--- config.mk ---
export PLATFORM = sky130hd
export DESIGN_NAME = rtc_tod_alarm
export DESIGN_NICKNAME = d
export VERILOG_FILES = /design/src/rtl/rtc_tod_pkg.sv /design/src/rtl/rtc_phase_ctl.sv /design/src/rtl/rtc_time_regs.sv /design/src/rtl/rtc_alarm_match.sv /design/src/rtl/rtc_tod_alarm.sv
export SDC_FILE = /design/constraint.sdc
export NUM_CORES = 1
export LEC_CHECK = 0
export ABC_AREA = 1
export BUFFER_PORTS_ARGS = -buffer_cell sky130_fd_sc_hd__buf_2
export CORE_MARGIN = 2
export CORE_UTILIZATION = 55
export DETAILED_ROUTE_END_ITERATION = 12
export GPL_TIMING_DRIVEN = 0
export PLACE_DENSITY = 0.78
export SETUP_SLACK_MARGIN = 0.2
export SLEW_MARGIN = 20
export SYNTH_ARGS = -nofsm -noshare
export SYNTH_HDL_FRONTEND = slang
export SYNTH_HIERARCHICAL = 1
export SYNTH_SLANG_ARGS = --single-unit
--- constraint.sdc ---
create_clock -name clk -period 19.3 [get_ports clk]
set_input_delay 0.965 -clock clk [delete_from_list [all_inputs] [get_ports clk]]
set_output_delay 0.965 -clock clk [all_outputs]
set_load 0.01 [all_outputs]
--- src/rtl/rtc_tod_pkg.sv ---
package rtc_tod_pkg;

    typedef enum logic [1:0] {
        PH_HOLD   = 2'd0,
        PH_RUN    = 2'd1,
        PH_FROZEN = 2'd2
    } ph_state_t;

    localparam logic [1:0] WILDCARD_TAG = 2'b11;

    // byte (BCD or binary) to integer value
    function automatic logic [6:0] tod_dec(input logic [7:0] v, input logic bin);
        logic [6:0] tens;
        tens = {3'b000, v[7:4]};
        return bin ? v[6:0] : (tens * 7'd10 + {3'b000, v[3:0]});
    endfunction

    // integer value to byte (BCD or binary)
    function automatic logic [7:0] tod_enc(input logic [6:0] n, input logic bin);
        logic [6:0] t;
        logic [6:0] o;
        t = n / 7'd10;
        o = n - t * 7'd10;
        return bin ? {1'b0, n} : {t[3:0], o[3:0]};
    endfunction

endpackage

--- src/rtl/rtc_phase_ctl.sv ---
module rtc_phase_ctl
    import rtc_tod_pkg::*;
#(
    parameter int TICKS_PER_SEC = 32768,
    parameter int UIP_WINDOW    = 8
) (
    input  logic clk,
    input  logic rst_n,
    input  logic tb_tick,
    input  logic div_rst,
    input  logic set_mode,
    output logic upd_pulse,
    output logic uip
);
    localparam int PH_W = $clog2(TICKS_PER_SEC);
    localparam logic [PH_W-1:0] PH_LAST  = PH_W'(TICKS_PER_SEC - 1);
    localparam logic [PH_W-1:0] PH_HALF  = PH_W'(TICKS_PER_SEC / 2);
    localparam logic [PH_W-1:0] PH_WARN  = PH_W'(TICKS_PER_SEC - UIP_WINDOW);

    ph_state_t state, state_nx;
    logic [PH_W-1:0] phase;

    // state register
    always_ff @(posedge clk or negedge rst_n) begin
        if (!rst_n) state <= PH_HOLD;
        else        state <= state_nx;
    end

    // transitions
    always_comb begin
        state_nx = state;
        unique case (state)
            PH_HOLD:   if (!div_rst) state_nx = set_mode ? PH_FROZEN : PH_RUN;
            PH_RUN:    if (div_rst) state_nx = PH_HOLD;
                       else if (set_mode) state_nx = PH_FROZEN;
            PH_FROZEN: if (div_rst) state_nx = PH_HOLD;
                       else if (!set_mode) state_nx = PH_RUN;
            default:   state_nx = PH_HOLD;
        endcase
    end

    // sub-second phase: parked at half a second in HOLD
    always_ff @(posedge clk or negedge rst_n) begin
        if (!rst_n)                phase <= '0;
        else if (state == PH_HOLD) phase <= PH_HALF;
        else if (tb_tick)          phase <= (phase == PH_LAST) ? '0 : phase + 1'b1;
    end

    // outputs
    always_comb begin
        upd_pulse = 1'b0;
        uip       = 1'b0;
        unique case (state)
            PH_RUN: begin
                upd_pulse = tb_tick && (phase == PH_LAST);
                uip       = (phase >= PH_WARN);
            end
            PH_HOLD, PH_FROZEN: begin
                upd_pulse = 1'b0;
                uip       = 1'b0;
            end
            default: ;
        endcase
    end

    assert_uip_before_update_R6: assert property (@(posedge clk) disable iff (!rst_n)
        upd_pulse |-> uip) else $error("update without uip warning");

    assert_hold_quiet_R7: assert property (@(posedge clk) disable iff (!rst_n)
        (div_rst && $past(div_rst)) |-> (!upd_pulse && !uip))
        else $error("activity during divider reset");

    assert_release_half_R7: assert property (@(posedge clk) disable iff (!rst_n)
        ($past(state) == PH_HOLD && state != PH_HOLD) |-> (phase == PH_HALF))
        else $error("phase not at half second on release");

endmodule

--- src/rtl/rtc_time_regs.sv ---
module rtc_time_regs
    import rtc_tod_pkg::*;
(
    input  logic       clk,
    input  logic       rst_n,
    input  logic       adv,
    input  logic       bin_mode,
    input  logic       hr24_mode,
    input  logic       ld_en,
    input  logic [7:0] ld_sec,
    input  logic [7:0] ld_min,
    input  logic [7:0] ld_hour,
    output logic [7:0] sec_q,
    output logic [7:0] min_q,
    output logic [7:0] hour_q,
    output logic [7:0] sec_nx,
    output logic [7:0] min_nx,
    output logic [7:0] hour_nx
);
    logic [6:0] s_v, m_v, h_raw, h24, h24n, h12n;
    logic       s_wrap, m_wrap, pm;

    always_comb begin
        s_v    = tod_dec(sec_q, bin_mode);
        m_v    = tod_dec(min_q, bin_mode);
        h_raw  = tod_dec({1'b0, hour_q[6:0]}, bin_mode);
        pm     = !hr24_mode && hour_q[7];
        s_wrap = (s_v >= 7'd59);
        m_wrap = (m_v >= 7'd59);

        if (hr24_mode) h24 = h_raw;
        else           h24 = ((h_raw == 7'd12) ? 7'd0 : h_raw) + (pm ? 7'd12 : 7'd0);
        h24n = (h24 >= 7'd23) ? 7'd0 : h24 + 7'd1;
        h12n = (h24n >= 7'd12) ? h24n - 7'd12 : h24n;
        if (h12n == 7'd0) h12n = 7'd12;

        sec_nx = tod_enc(s_wrap ? 7'd0 : s_v + 7'd1, bin_mode);
        min_nx = s_wrap ? tod_enc(m_wrap ? 7'd0 : m_v + 7'd1, bin_mode) : min_q;
        if (!(s_wrap && m_wrap))  hour_nx = hour_q;
        else if (hr24_mode)       hour_nx = tod_enc(h24n, bin_mode);
        else                      hour_nx = {h24n >= 7'd12, tod_enc(h12n, bin_mode)[6:0]};
    end

    always_ff @(posedge clk or negedge rst_n) begin
        if (!rst_n) begin
            sec_q  <= 8'h00;
            min_q  <= 8'h00;
            hour_q <= 8'h00;
        end else if (ld_en) begin
            sec_q  <= ld_sec;
            min_q  <= ld_min;
            hour_q <= ld_hour;
        end else if (adv) begin
            sec_q  <= sec_nx;
            min_q  <= min_nx;
            hour_q <= hour_nx;
        end
    end

    assert_sec_wrap_R3: assert property (@(posedge clk) disable iff (!rst_n)
        (adv && !ld_en && tod_dec(sec_q, bin_mode) == 7'd59) |=> (sec_q == 8'h00))
        else $error("seconds did not wrap");

    assert_time_holds_R8: assert property (@(posedge clk) disable iff (!rst_n)
        (!adv && !ld_en) |=> ($stable(sec_q) && $stable(min_q) && $stable(hour_q)))
        else $error("time moved without an update");

endmodule

--- src/rtl/rtc_alarm_match.sv ---
module rtc_alarm_match
    import rtc_tod_pkg::*;
#(
    parameter int FIELDS = 3
) (
    input  logic [FIELDS-1:0][7:0] alm_b,
    input  logic [FIELDS-1:0][7:0] tod_b,
    output logic                   hit
);
    logic [FIELDS-1:0] fld_ok;

    for (genvar i = 0; i < FIELDS; i++) begin : g_fld
        assign fld_ok[i] = (alm_b[i][7:6] == WILDCARD_TAG) || (alm_b[i] == tod_b[i]);
    end

    assign hit = &fld_ok;
endmodule

--- src/rtl/rtc_tod_alarm.sv ---
module rtc_tod_alarm
    import rtc_tod_pkg::*;
#(
    parameter int TICKS_PER_SEC = 32768,
    parameter int UIP_WINDOW    = 8
) (
    input  logic       clk,
    input  logic       rst_n,
    input  logic       tb_tick,
    input  logic [1:0] div_ctl,
    input  logic       set_mode,
    input  logic       bin_mode,
    input  logic       hr24_mode,
    input  logic       upd_ie,
    input  logic       alm_ie,
    input  logic       ld_en,
    input  logic [7:0] ld_sec,
    input  logic [7:0] ld_min,
    input  logic [7:0] ld_hour,
    input  logic [7:0] alm_sec,
    input  logic [7:0] alm_min,
    input  logic [7:0] alm_hour,
    input  logic       flag_clr,
    output logic [7:0] tod_sec,
    output logic [7:0] tod_min,
    output logic [7:0] tod_hour,
    output logic       upd_flag,
    output logic       alm_flag,
    output logic       uip,
    output logic       irq
);
    logic       div_rst, upd_pulse, hit;
    logic [7:0] sec_nx, min_nx, hour_nx;

    assign div_rst = (div_ctl == 2'b11);

    rtc_phase_ctl #(
        .TICKS_PER_SEC(TICKS_PER_SEC),
        .UIP_WINDOW   (UIP_WINDOW)
    ) u_phase (
        .clk      (clk),
        .rst_n    (rst_n),
        .tb_tick  (tb_tick),
        .div_rst  (div_rst),
        .set_mode (set_mode),
        .upd_pulse(upd_pulse),
        .uip      (uip)
    );

    rtc_time_regs u_time (
        .clk      (clk),
        .rst_n    (rst_n),
        .adv      (upd_pulse),
        .bin_mode (bin_mode),
        .hr24_mode(hr24_mode),
        .ld_en    (ld_en),
        .ld_sec   (ld_sec),
        .ld_min   (ld_min),
        .ld_hour  (ld_hour),
        .sec_q    (tod_sec),
        .min_q    (tod_min),
        .hour_q   (tod_hour),
        .sec_nx   (sec_nx),
        .min_nx   (min_nx),
        .hour_nx  (hour_nx)
    );

    rtc_alarm_match #(.FIELDS(3)) u_match (
        .alm_b({alm_hour, alm_min, alm_sec}),
        .tod_b({hour_nx, min_nx, sec_nx}),
        .hit  (hit)
    );

    always_ff @(posedge clk or negedge rst_n) begin
        if (!rst_n) begin
            upd_flag <= 1'b0;
            alm_flag <= 1'b0;
        end else begin
            upd_flag <= upd_pulse | (upd_flag & ~flag_clr);
            alm_flag <= (upd_pulse & hit) | (alm_flag & ~flag_clr);
        end
    end

    assign irq = (upd_flag & upd_ie & ~set_mode) | (alm_flag & alm_ie);

    assert_alarm_with_update_R5: assert property (@(posedge clk) disable iff (!rst_n)
        $rose(alm_flag) |-> upd_flag) else $error("alarm flag without update");

    assert_flag_clear_R9: assert property (@(posedge clk) disable iff (!rst_n)
        (flag_clr && !upd_pulse) |=> !upd_flag) else $error("flag not cleared");

    assert_frozen_no_update_R8: assert property (@(posedge clk) disable iff (!rst_n)
        (set_mode && $past(set_mode)) |-> !upd_pulse) else $error("update while frozen");

endmodule

After elaboration in Yosys (flattened, before gate mapping)
Cells that the tools add are included.
- flip-flop bits (word level): 43
- input bits: 60
- output and inout port bits: 28
- word-level logic and storage cells: 110
- add/sub/neg operators: 13
- multipliers: 7
- divide/modulo/power cells: 4
- $lt $le $gt $ge: 5
- equality and inequality tests: 14
- multiplexer cells: 36
- bitwise operators: 11
- reductions and logical operators: 13
- operators by type and width (kind ; count):
    8-bit 2-to-1 mux ; 12
    7-bit 2-to-1 mux ; 11
    15-bit 2-to-1 mux ; 3
    7-bit by 4-bit divider with 7-bit output, second input constant ; 4
    7-bit by 3-bit multiplier with 3-bit output, second input constant ; 4
    8-bit equality test ; 3
    7-bit by 1-bit adder with 7-bit output, second input constant ; 3
    7-bit by 4-bit adder with 7-bit output ; 3
    4-bit subtractor ; 4
    15-bit by 1-bit adder with 15-bit output, second input constant ; 1
    15-bit equality test, second input constant ; 1
    15-bit greater-or-equal comparator, second input constant ; 1
    7-bit by 6-bit greater-or-equal comparator with 1-bit output, second input constant ; 2
    4-bit by 3-bit multiplier with 6-bit output, second input constant ; 2
    2-bit 2-to-1 mux ; 6
    2-bit equality test, second input constant ; 5
    7-bit adder ; 1
    7-bit by 4-bit equality test with 1-bit output, second input constant ; 1
    7-bit by 4-bit greater-or-equal comparator with 1-bit output, second input constant ; 1
    7-bit by 5-bit greater-or-equal comparator with 1-bit output, second input constant ; 1
    7-bit zero test ; 1
    7-bit by 4-bit subtractor with 7-bit output, second input constant ; 1
    1-bit AND ; 6
    3-bit by 3-bit multiplier with 6-bit output, second input constant ; 1
    other kinds (14) ; 25

Logic depth before layout (Yosys ltp)
Gate-level depths: netlist (run 1).
- depth after elaboration: 24
- gate-level depth with buffers: 61
- gate-level depth less buffers: 61

Hierarchy
Netlist (run 1), hierarchy kept.
- by module, submodules not included (module ; times used ; cells each ; area an instance (sq um) ; sequential area each (sq um)):
    rtc_time_regs ; 1 ; 620 ; 3872.5 ; 600.6
    rtc_phase_ctl ; 1 ; 161 ; 1168.6 ; 425.4
    rtc_alarm_match ; 1 ; 78 ; 382.9 ; 0.0
    rtc_tod_alarm ; 1 ; 13 ; 101.3 ; 50.0

Least setup slack after synthesis (run 1)
OpenSTA, ideal clock, no wires.
- path kind: reg-to-reg
- from: register u_time.hour_q[4]
- to: register alm_flag
- library setup time: 0.074 ns
- data arrival time: 6.552 ns
- data required time: 19.226 ns
- setup slack: 12.675 ns
- stages on the path, launching flop included: 57
- buffers on the path: 0
- period minus slack after synthesis: 6.625 ns
- path through: dfrtp_1 > ha_1 > ha_1 > nand3_1 > nand3_1 > nand2_1 > nand3_1 > nand2_1 > nor2_1 > nand3_1 > inv_1 > nor2_1 > ha_1 > inv_1 > fa_1 > or2_2 > nand3_2 > nor2_1 > (+21 left out) > nand2_1 > nand2_1 > nand2_1 > inv_1 > nand2_1 > nand3_1 > nand2_1 > nand2_2 > inv_1 > nand2_1 > nand2_1 > nor2_1 > nand2_1 > nor2_1 > nor2_1 > nor2_1 > nand2_1 > o21ai_2
- cells in the longest elaborated chain, start to end: 24
- elaborated cells on any way between the ends: 30
- those cells by class: 6 x add/sub; 3 x mul; 2 x div; 2 x order compare; 2 x eq/ne; 10 x mux; 2 x bitwise; 3 x reduce/logical
- ends and longest elaborated chain (what ; RTL line ; source):
    start, declared ; rtc_time_regs.sv:15 ; output logic [7:0] hour_q,
    start signal, assigned ; rtc_time_regs.sv:52 ; hour_q <= ld_hour;
    start signal, assigned ; rtc_time_regs.sv:56 ; hour_q <= hour_nx;
    3-bit by 3-bit multiplier with 6-bit output ; rtc_tod_pkg.sv:15 ; return bin ? v[6:0] : (tens * 7'd10 + {3'b000, v[3:0]});
    7-bit by 4-bit adder with 7-bit output ; rtc_tod_pkg.sv:15 ;
    7-bit 2-to-1 mux (*) ; rtc_tod_pkg.sv:15 ;
    7-bit by 4-bit equality test with 1-bit output ; rtc_time_regs.sv:32 ; else h24 = ((h_raw == 7'd12) ? 7'd0 : h_raw) + (pm ? 7'd12 : 7'd0);
    7-bit 2-to-1 mux ; rtc_time_regs.sv:32 ;
    7-bit adder ; rtc_time_regs.sv:32 ;
    7-bit 2-to-1 mux (*) ; rtc_time_regs.sv:31 ; if (hr24_mode) h24 = h_raw;
    7-bit by 1-bit adder with 7-bit output or 7-bit by 5-bit greater-or-equal comparator with 1-bit output (tied branches) ; rtc_time_regs.sv:33 ; h24n = (h24 >= 7'd23) ? 7'd0 : h24 + 7'd1;
    (+10 left out) ; -- ;
    8-bit 2-to-1 mux (*) ; rtc_time_regs.sv:39 ; if (!(s_wrap && m_wrap)) hour_nx = hour_q;
    via hour_nx[3] ; rtc_tod_alarm.sv:33 ; logic [7:0] sec_nx, min_nx, hour_nx;
    8-bit equality test (*) ; rtc_alarm_match.sv:13 ; assign fld_ok[i] = (alm_b[i][7:6] == WILDCARD_TAG) || (alm_b[i] == tod_b[i]);
    1-bit logical OR (*) ; rtc_alarm_match.sv:13 ;
    3-bit AND reduction (*) ; rtc_alarm_match.sv:16 ; assign hit = &fld_ok;
    via hit ; rtc_tod_alarm.sv:32 ; logic div_rst, upd_pulse, hit;
    1-bit AND (*) ; rtc_tod_alarm.sv:80 ; alm_flag <= (upd_pulse & hit) | (alm_flag & ~flag_clr);
    1-bit OR (*) ; rtc_tod_alarm.sv:80 ;
    end signal, assigned ; rtc_tod_alarm.sv:80 ;
    end, declared ; rtc_tod_alarm.sv:28 ; output logic alm_flag,
The timed path passes the listed nets; every way through them passes the cells marked *.
A chain may end at the register's enable or synchronous reset.

Worst setup path in the final report (run 1)
Ends and elaborated chain as after synthesis.

==> results of run 1 <==
[metrics by stage]
step / utilization [%] / hold WS (ns) / std cells / worst slack (ns)
6_report: 63.6 / 0.550 / 1098 / 11.72
5_1_grt: 63.6 / 0.561 / 1098 / 10.94
4_1_cts: 63.6 / 0.551 / 1098 / 11.79
3_5_place_dp: 62.6 / 0.531 / 1090 / 11.78
3_3_place_gp: 62.6 / 0.515 / 1090 / 11.81
2_1_floorplan: - / 0.492 / 872 / 12.67
[per-layer routing]
| metal | track usage [%] | up-vias | share of wire (%) |
|---|---|---|---|
| met5 | 0 | - | 0 |
| met4 | 7.34 | 0 | 1.7 |
| met3 | 3.57 | 21 | 6.6 |
| met2 | 45.9 | 173 | 47 |
| met1 | 38.1 | 2645 | 45 |
| li1 | - | 2953 | - |
[logic make-up after synthesis]
group / count (synthesis)
compound gates: 101
xor+xnor: 27
fa+ha+maj: 47
buf+inv: 148
flops: 43
other cells: 1
simple gates: 505
[cells in the final DEF, fill, tap and decap left out, types with 16 or more instances in the layout]
cell type,netlist,routed
nand2_1,294,294
inv_1,111,111
buf_2,6,90
nand3_1,65,65
nor2_1,63,63
dfrtp_1,43,43
ha_1,37,37
a21oi_1,25,25
o21ai_0,19,19
inv_2,16,16
[registers in the layout, indices dropped and copies added, names as in the netlist]
name and count:
u_time/min_q 8, alm_flag 1, u_time/sec_q 8, u_phase/phase 15, upd_flag 1, u_time/hour_q 8
u_phase/state 2
[Yosys cell counts, types with 13 or more instances]
cell type / instances
ha_1: 37
inv_1: 111
nand4_1: 13
inv_2: 16
xor2_1: 14
nor2_1: 63
dfrtp_1: 43
a21oi_1: 25
nand2_2: 15
xnor2_1: 13
nand2_1: 294
nand3_1: 65
o21ai_0: 19
[power groups by stage]
| stage | logic [mW] | clock network [mW] | registers (mW) |
|---|---|---|---|
| floorplan | 0.200 | 0 | 0.111 |
| global placement | 0.254 | 0 | 0.112 |
| detailed placement | 0.257 | 0 | 0.112 |
| CTS | 0.258 | 0.0675 | 0.111 |
| global route | 0.300 | 0.0720 | 0.112 |
| finish | 0.260 | 0.0656 | 0.110 |
[worst reg2reg max path: cells and delay by family, from the launching register on]
kind | cells | cell delay, ns
simple gates | 37 | 3.40
fa+ha+maj | 9 | 2.52
compound gates | 3 | 0.59
buf+inv | 7 | 0.52
flops | 1 | 0.47
[worst max path at each step]
stage,end,startpoint,slack (ns)
after global placement,alm_flag$_DFF_PN0_,bin_mode,11.81
final,alm_flag$_DFF_PN0_,u_time/hour_q[4]$_DFFE_PN0P_,11.72
after floorplan,alm_flag$_DFF_PN0_,u_time/hour_q[4]$_DFFE_PN0P_,12.67
after CTS,alm_flag$_DFF_PN0_,u_time/hour_q[4]$_DFFE_PN0P_,11.79
after global routing,alm_flag$_DFF_PN0_,u_time/hour_q[4]$_DFFE_PN0P_,10.94
after detailed placement,alm_flag$_DFF_PN0_,bin_mode,11.78
[final cells by class]
| type | instances | area [um^2] |
|---|---|---|
| Tap cell | 133 | 166 |
| Sequential cell | 43 | 1080 |
| Inverter | 129 | 484 |
| Timing Repair Buffer | 85 | 428 |
| Multi-Input combinational cell | 681 | 3860 |
| Buffer | 19 | 109 |
| Clock inverter | 2 | 16.3 |
| Clock buffer | 6 | 82.6 |
| Fill cell | 975 | 3560 |
==> impl_results.md, run 1 <==
- Status: complete, no violations
- XOR/XNOR Fraction of Synth Area: 4.28%
- Final max-slew violation count: 0
- Max Cap Viol: 0
- Fin nets: 1,071
- Longest Clk Path Bufs: 2
- Mux cell area share after synthesis: 0%
- Fmax: 132 MHz
- Starting Density: 56.5%
- Rel. slew slack: 52.3%
- Routed WL: 14,600 um
- IO Pins: 88
- Die area: 10,900 um^2
- Fin. Hold Viols: 0
- Share of total power in the clock network: 15.0%
- Root Driver: clkbuf_8
- GR Overflow Total: 0
- DRT Pass-1 Iters: 5
- CTS tree: built
- Post-DP HPWL: 11,600 um
- Post-Syn Nets: 979
- Setup Viol. Count Final: 0
- Synth Area in Adders: 12.0%
- Critical path peak fanout: 6
- Min-Delay Path Depth: 2
- I/O Buffers: 85
- Crit-path most repeated cell: nand2_1
- Global-route wire length before repair: 24,600 um
- CP arrival: 7.83 ns
- Compound-Gate Fraction of Synth Area: 11.5%
- Vias in the first global route: 5,202
- Simple-gate share of the synthesized area: 41.9%
- Total power: 0.436 mW
- Mean post-synth cell area: 6.34 um^2
- Synth top area share: 20.0%
- Reg2Reg Depth: 56
- Synth Cell Area: 5530 um^2
- Drt initial violations: 388
- Post-synth EDFFs: 0
- Die height: 104 um
- Routability congestion estimate: 0.976
- Number of antenna violations at the first check in global routing: 0
- Synth Warn #: 6
- Synth top area cells: nand2_1, dfrtp_1, ha_1
- Min Tclk post-route: 7.58 ns
- Share of cells above drive strength 1: 19.2%
- Synth Instances: 872
- Critical path's slowest cell: dfrtp_1
- Sinks on the clock net: 43
- Post-route ant nets: 0
- Sw Share: 48.7%
- Clock Latency Late Sink: 0.31 ns
- Combinational Power Share: 59.6%
- Post-CTS repair timing setup buffer count: 0
- Cts repair resizes: 0
- Cts bufs inserted: 5
- Clk_skew: 0.0127 ns
- Slew @ Worst Pin: 0.716 ns
- CP Depth: 56
- Leak: 3.34 nW
- Buffers and inverters on the worst path: 7
- P&R area growth vs syn: 12.5%
- # diodes: 0
- Critical path class: flip-flop to flip-flop
- Top delay family on crit path: simple AND/OR/NAND/NOR gates
- RSZ-0062 raised after global routing: false
- Flops & latches, synth: 43
- Vias/cell: 5.28
- Dominant cell type by area after synthesis: nand2_1
- Sw power: 0.213 mW
- Largest net degree at the start of global routing: 44
- End of the worst register-to-register path: alm_flag$_DFF_PN0_
- Main synth FF type: dfrtp_1
- Synth cell types: 49
- Worst Hold End: u_time/hour_q[7]$_DFFE_PN0P_
- Hold buffer count at CTS: 0
- Worst EP required: 19.55 ns
- Pwr per Cell Area: 70.2 nW/um^2
- Main combinational cell family by area after synthesis: simple AND/OR/NAND/NOR gates
- Die width: 104 um
- Min-Delay Path Class: flip-flop to flip-flop
- Area of placed instances: 6120 um^2
- Sequential share of power: 25.3%
- Rows: 36
- WL/cell: 13.3 um
- Core area: 9770 um^2
- Post-Layout Inst Area: 6220 um^2
- Internal power: 0.224 mW
- Reg-to-reg slack, setup: 11.72 ns
- Reg-to-Reg Start: u_time/hour_q[4]$_DFFE_PN0P_
- Setup crit start kind: flip-flop
- Worst hold start: u_time/hour_q[7]$_DFFE_PN0P_
- Maximum VDD drop: 0.0382 mV
- Gr usage total: 27.7%
- CP peak stage delay: 0.47 ns
- Final Cycle Share: 39.3%
- Worst setup EP type: flip-flop
- Post-synth ARST share: 100%
- H-tree levels: 2
- Reg clk slew, reported paths: 0.09 ns
- DRC: 0
- Total Neg Setup Slack: 0 ns
- Vias: 5,792
- Seq/Total Area, Yosys: 19.5%
(Power assumes the default switching activity.)
==> run 2: changes to the inputs <==
--- a/config.mk
+++ b/config.mk
@@ -8,7 +8,7 @@
 export ABC_AREA = 1
 export BUFFER_PORTS_ARGS = -buffer_cell sky130_fd_sc_hd__buf_2
 export CORE_MARGIN = 2
-export CORE_UTILIZATION = 55
+export CORE_UTILIZATION = 53
 export DETAILED_ROUTE_END_ITERATION = 12
 export GPL_TIMING_DRIVEN = 0
 export PLACE_DENSITY = 0.78
==> constraint.sdc (replaced) <==
create_clock -name clk -period 6.3 [get_ports clk]
set_input_delay 0.315 -clock clk [delete_from_list [all_inputs] [get_ports clk]]
set_output_delay 0.315 -clock clk [all_outputs]
set_load 0.01 [all_outputs]
==> impl_results.md, run 2 (synthesized netlist as in run 1, its figures left out) <==
- CP peak stage delay: 0.47 ns (about the same)
- Rows: 37 (was 36)
- WL/cell: 14.2 um (was 13.3 um)
- Fin nets: 1,115 (was 1,071)
- Sinks on the clock net: 43 (unchanged)
- Global-route wire length before repair: 26,000 um (was 24,600 um)
- Max reg flops: 15 (unchanged)
- Crit-path most repeated cell: nand2_2 (was nand2_1)
- Status: complete, but fails checks (was complete, no violations)
- Die height: 106 um (was 104 um)
- Min-Delay Path Class: primary input to asynchronous set/reset pin (was flip-flop to flip-flop)
- CP startpoint: u_time/hour_q[4]$_DFFE_PN0P_ (unchanged)
- Routability congestion estimate: 0.894 (was 0.976)
- Cts bufs inserted: 5 (unchanged)
- Vias in the first global route: 5,666 (was 5,202)
- Core area: 10,200 um^2 (was 9770 um^2)
- Reg-to-Reg Start: u_time/hour_q[4]$_DFFE_PN0P_ (unchanged)
- Register area: 1080 um^2 (about the same)
- Top delay family on crit path: simple AND/OR/NAND/NOR gates (unchanged)
- Area of placed instances: 6270 um^2 (was 6120 um^2)
- Failing checks: hold timing, setup timing
- Final Cycle Share: 108% (was 39.3%)
- Rel. slew slack: 52.3% (about the same)
- Vias/cell: 5.30 (was 5.28)
- Largest net degree at the start of global routing: 44 (unchanged)
- Routed WL: 16,200 um (was 14,600 um)
- Fin. Hold Viols: 3 (was 0)
- Setup crit start kind: flip-flop (unchanged)
- Reg clk slew, reported paths: 0.09 ns (about the same)
- CTS tree: built (unchanged)
- Number of antenna violations at the first check in global routing: 1 (was 0)
- Clock Latency Late Sink: 0.31 ns (about the same)
- Vias: 6,074 (was 5,792)
- Post-route ant nets: 0 (unchanged)
- Worst hold slack: -0.00226 ns (was 0.550 ns)
- # fillers: 914 (was 975)
- Min Tclk post-route: 6.78 ns (was 7.58 ns)
- Share of cells above drive strength 1: 29.6% (was 19.2%)
- Critical path peak fanout: 4 (was 6)
- Gr usage total: 28.4% (was 27.7%)
- Worst EP required: 6.54 ns (was 19.55 ns)
- IO Pins: 88 (unchanged)
- Fin worst setup slack: -0.485 ns (was 11.72 ns)
- Footprint of the multi-input gates: 4200 um^2 (was 3860 um^2)
- Critical path's slowest cell: dfrtp_2 (was dfrtp_1)
- Die width: 106 um (was 104 um)
- Fmax: 147 MHz (was 132 MHz)
- Final max-slew violation count: 0 (unchanged)
- Total Neg Setup Slack: -0.533 ns (was 0 ns)
- P&R area growth vs syn: 25.3% (was 12.5%)
- Most common cell after layout, fill and taps aside: nand2_1 (unchanged)
- Starting Density: 54.0% (was 56.5%)
- Root Driver: clkbuf_8 (unchanged)
- RSZ-0062 raised after global routing: true (was false)
- GR Overflow Total: 0 (unchanged)
- I/O Buffers: 85 (unchanged)
- Reg with most FFs: u_phase/phase (unchanged)
- Hold buffer count at CTS: 0 (unchanged)
- DRT Pass-1 Iters: 5 (unchanged)
- Max Cap Viol: 0 (unchanged)
- Worst setup EP type: flip-flop (unchanged)
- CP arrival: 7.03 ns (was 7.83 ns)
- Buffers and inverters on the worst path: 15 (was 7)
- Clk_skew: 0.00857 ns (was 0.0127 ns)
- Post-DP HPWL: 11,900 um (was 11,600 um)
- DRC: 0 (unchanged)
- H-tree levels: 2 (unchanged)
- Maximum VDD drop: 0.113 mV (was 0.0382 mV)
- Longest Clk Path Bufs: 2 (unchanged)
- Post-Layout Inst Area: 6930 um^2 (was 6220 um^2)
- Drt initial violations: 417 (was 388)
- Critical path class: flip-flop to flip-flop (unchanged)
- Most frequent cells in the layout: nand2_1, inv_1, buf_2 (unchanged)
- Leak: 3.58 nW (was 3.34 nW)
- Pwr per Cell Area: 230 nW/um^2 (was 70.2 nW/um^2)
- Setup Viol. Count Final: 2 (was 0)
- Die area: 11,300 um^2 (was 10,900 um^2)
- Slew @ Worst Pin: 0.712 ns (was 0.716 ns)
-- run 2: cell types whose count changed in the layout (fill, tap and decap cells not counted), sizes merged --
cell,previous run,this run
buf,97,141
bufinv,0,1
diode,0,1
clkinv,3,2
-- run 2: area by class of cell --
class                           instances  share of cell area (%)
Multi-Input combinational cell        681                    60.6
Sequential cell                        43                    15.6
Timing Repair Buffer                  129                    10.9
Inverter                              129                    7.17
Tap cell                              136                    2.46
Buffer                                 19                    1.57
Clock buffer                            6                    1.05
Clock inverter                          2                   0.542
Antenna cell                            1                  0.0361
-- run 2: worst reg2reg max path, delay by kind of cell, from the launching register on --
family	cells	cell delay, ns
buf+inv	15	1.59
fa+ha+maj	7	1.77
simple gates	33	2.64
compound gates	3	0.25
flops	1	0.47
-- run 2: through the flow --
stage	hold slack [ns]	utilization, %	power, mW	instances	worst slack (ns)
6_report	-0.00226	67.7	1.59	1146	-0.485
3_5_place_dp	0.526	61.2	1.18	1093	-0.808
5_1_grt	0.0499	67.7	1.72	1146	-0.818
4_1_cts	0.198	65.7	1.51	1137	-0.339
3_3_place_gp	0.510	61.2	1.16	1093	-0.655
2_1_floorplan	0.0194	-	0.991	872	0.00970
-- run 2: path summary, 6_finish.rpt --
kind                       slack, ns                           end  depth (start not counted)
setup / recovery               -0.48            alm_flag$_DFF_PN0_                         58
hold / removal                -0.002   u_time/sec_q[6]$_DFFE_PN0P_                          1
setup reg to reg               -0.48            alm_flag$_DFF_PN0_                         58
hold reg to reg                 0.54            upd_flag$_DFF_PN0_                          2
max in group asynchronous       5.87  u_time/hour_q[1]$_DFFE_PN0P_                          1
min in group clk                0.20            alm_flag$_DFF_PN0_                          2
-- run 2: power breakdown --
| group | leakage [nW] | internal, mW | switching, mW |
|---|---|---|---|
| clock | 0.0514 | 0.118 | 0.104 |
| combinational | 2.98 | 0.425 | 0.606 |
| sequential | 0.544 | 0.300 | 0.0396 |
| total | 3.58 | 0.844 | 0.749 |
-- run 2: per-layer routing --
metal	vias up	global-route usage [%]	wire length (um)
met4	0	9.21	380
met1	2783	36.7	7040
met5	-	0	0
met2	199	49.2	8010
li1	3053	-	-
met3	39	3.62	812
-- run 2: what timing repair did --
action                     4_1_cts  5_1_grt
hold endpoints to repair         0        0
pin swaps                       38       36
resized for setup               24       38
buffers inserted                36        8
setup endpoints to repair        3        3
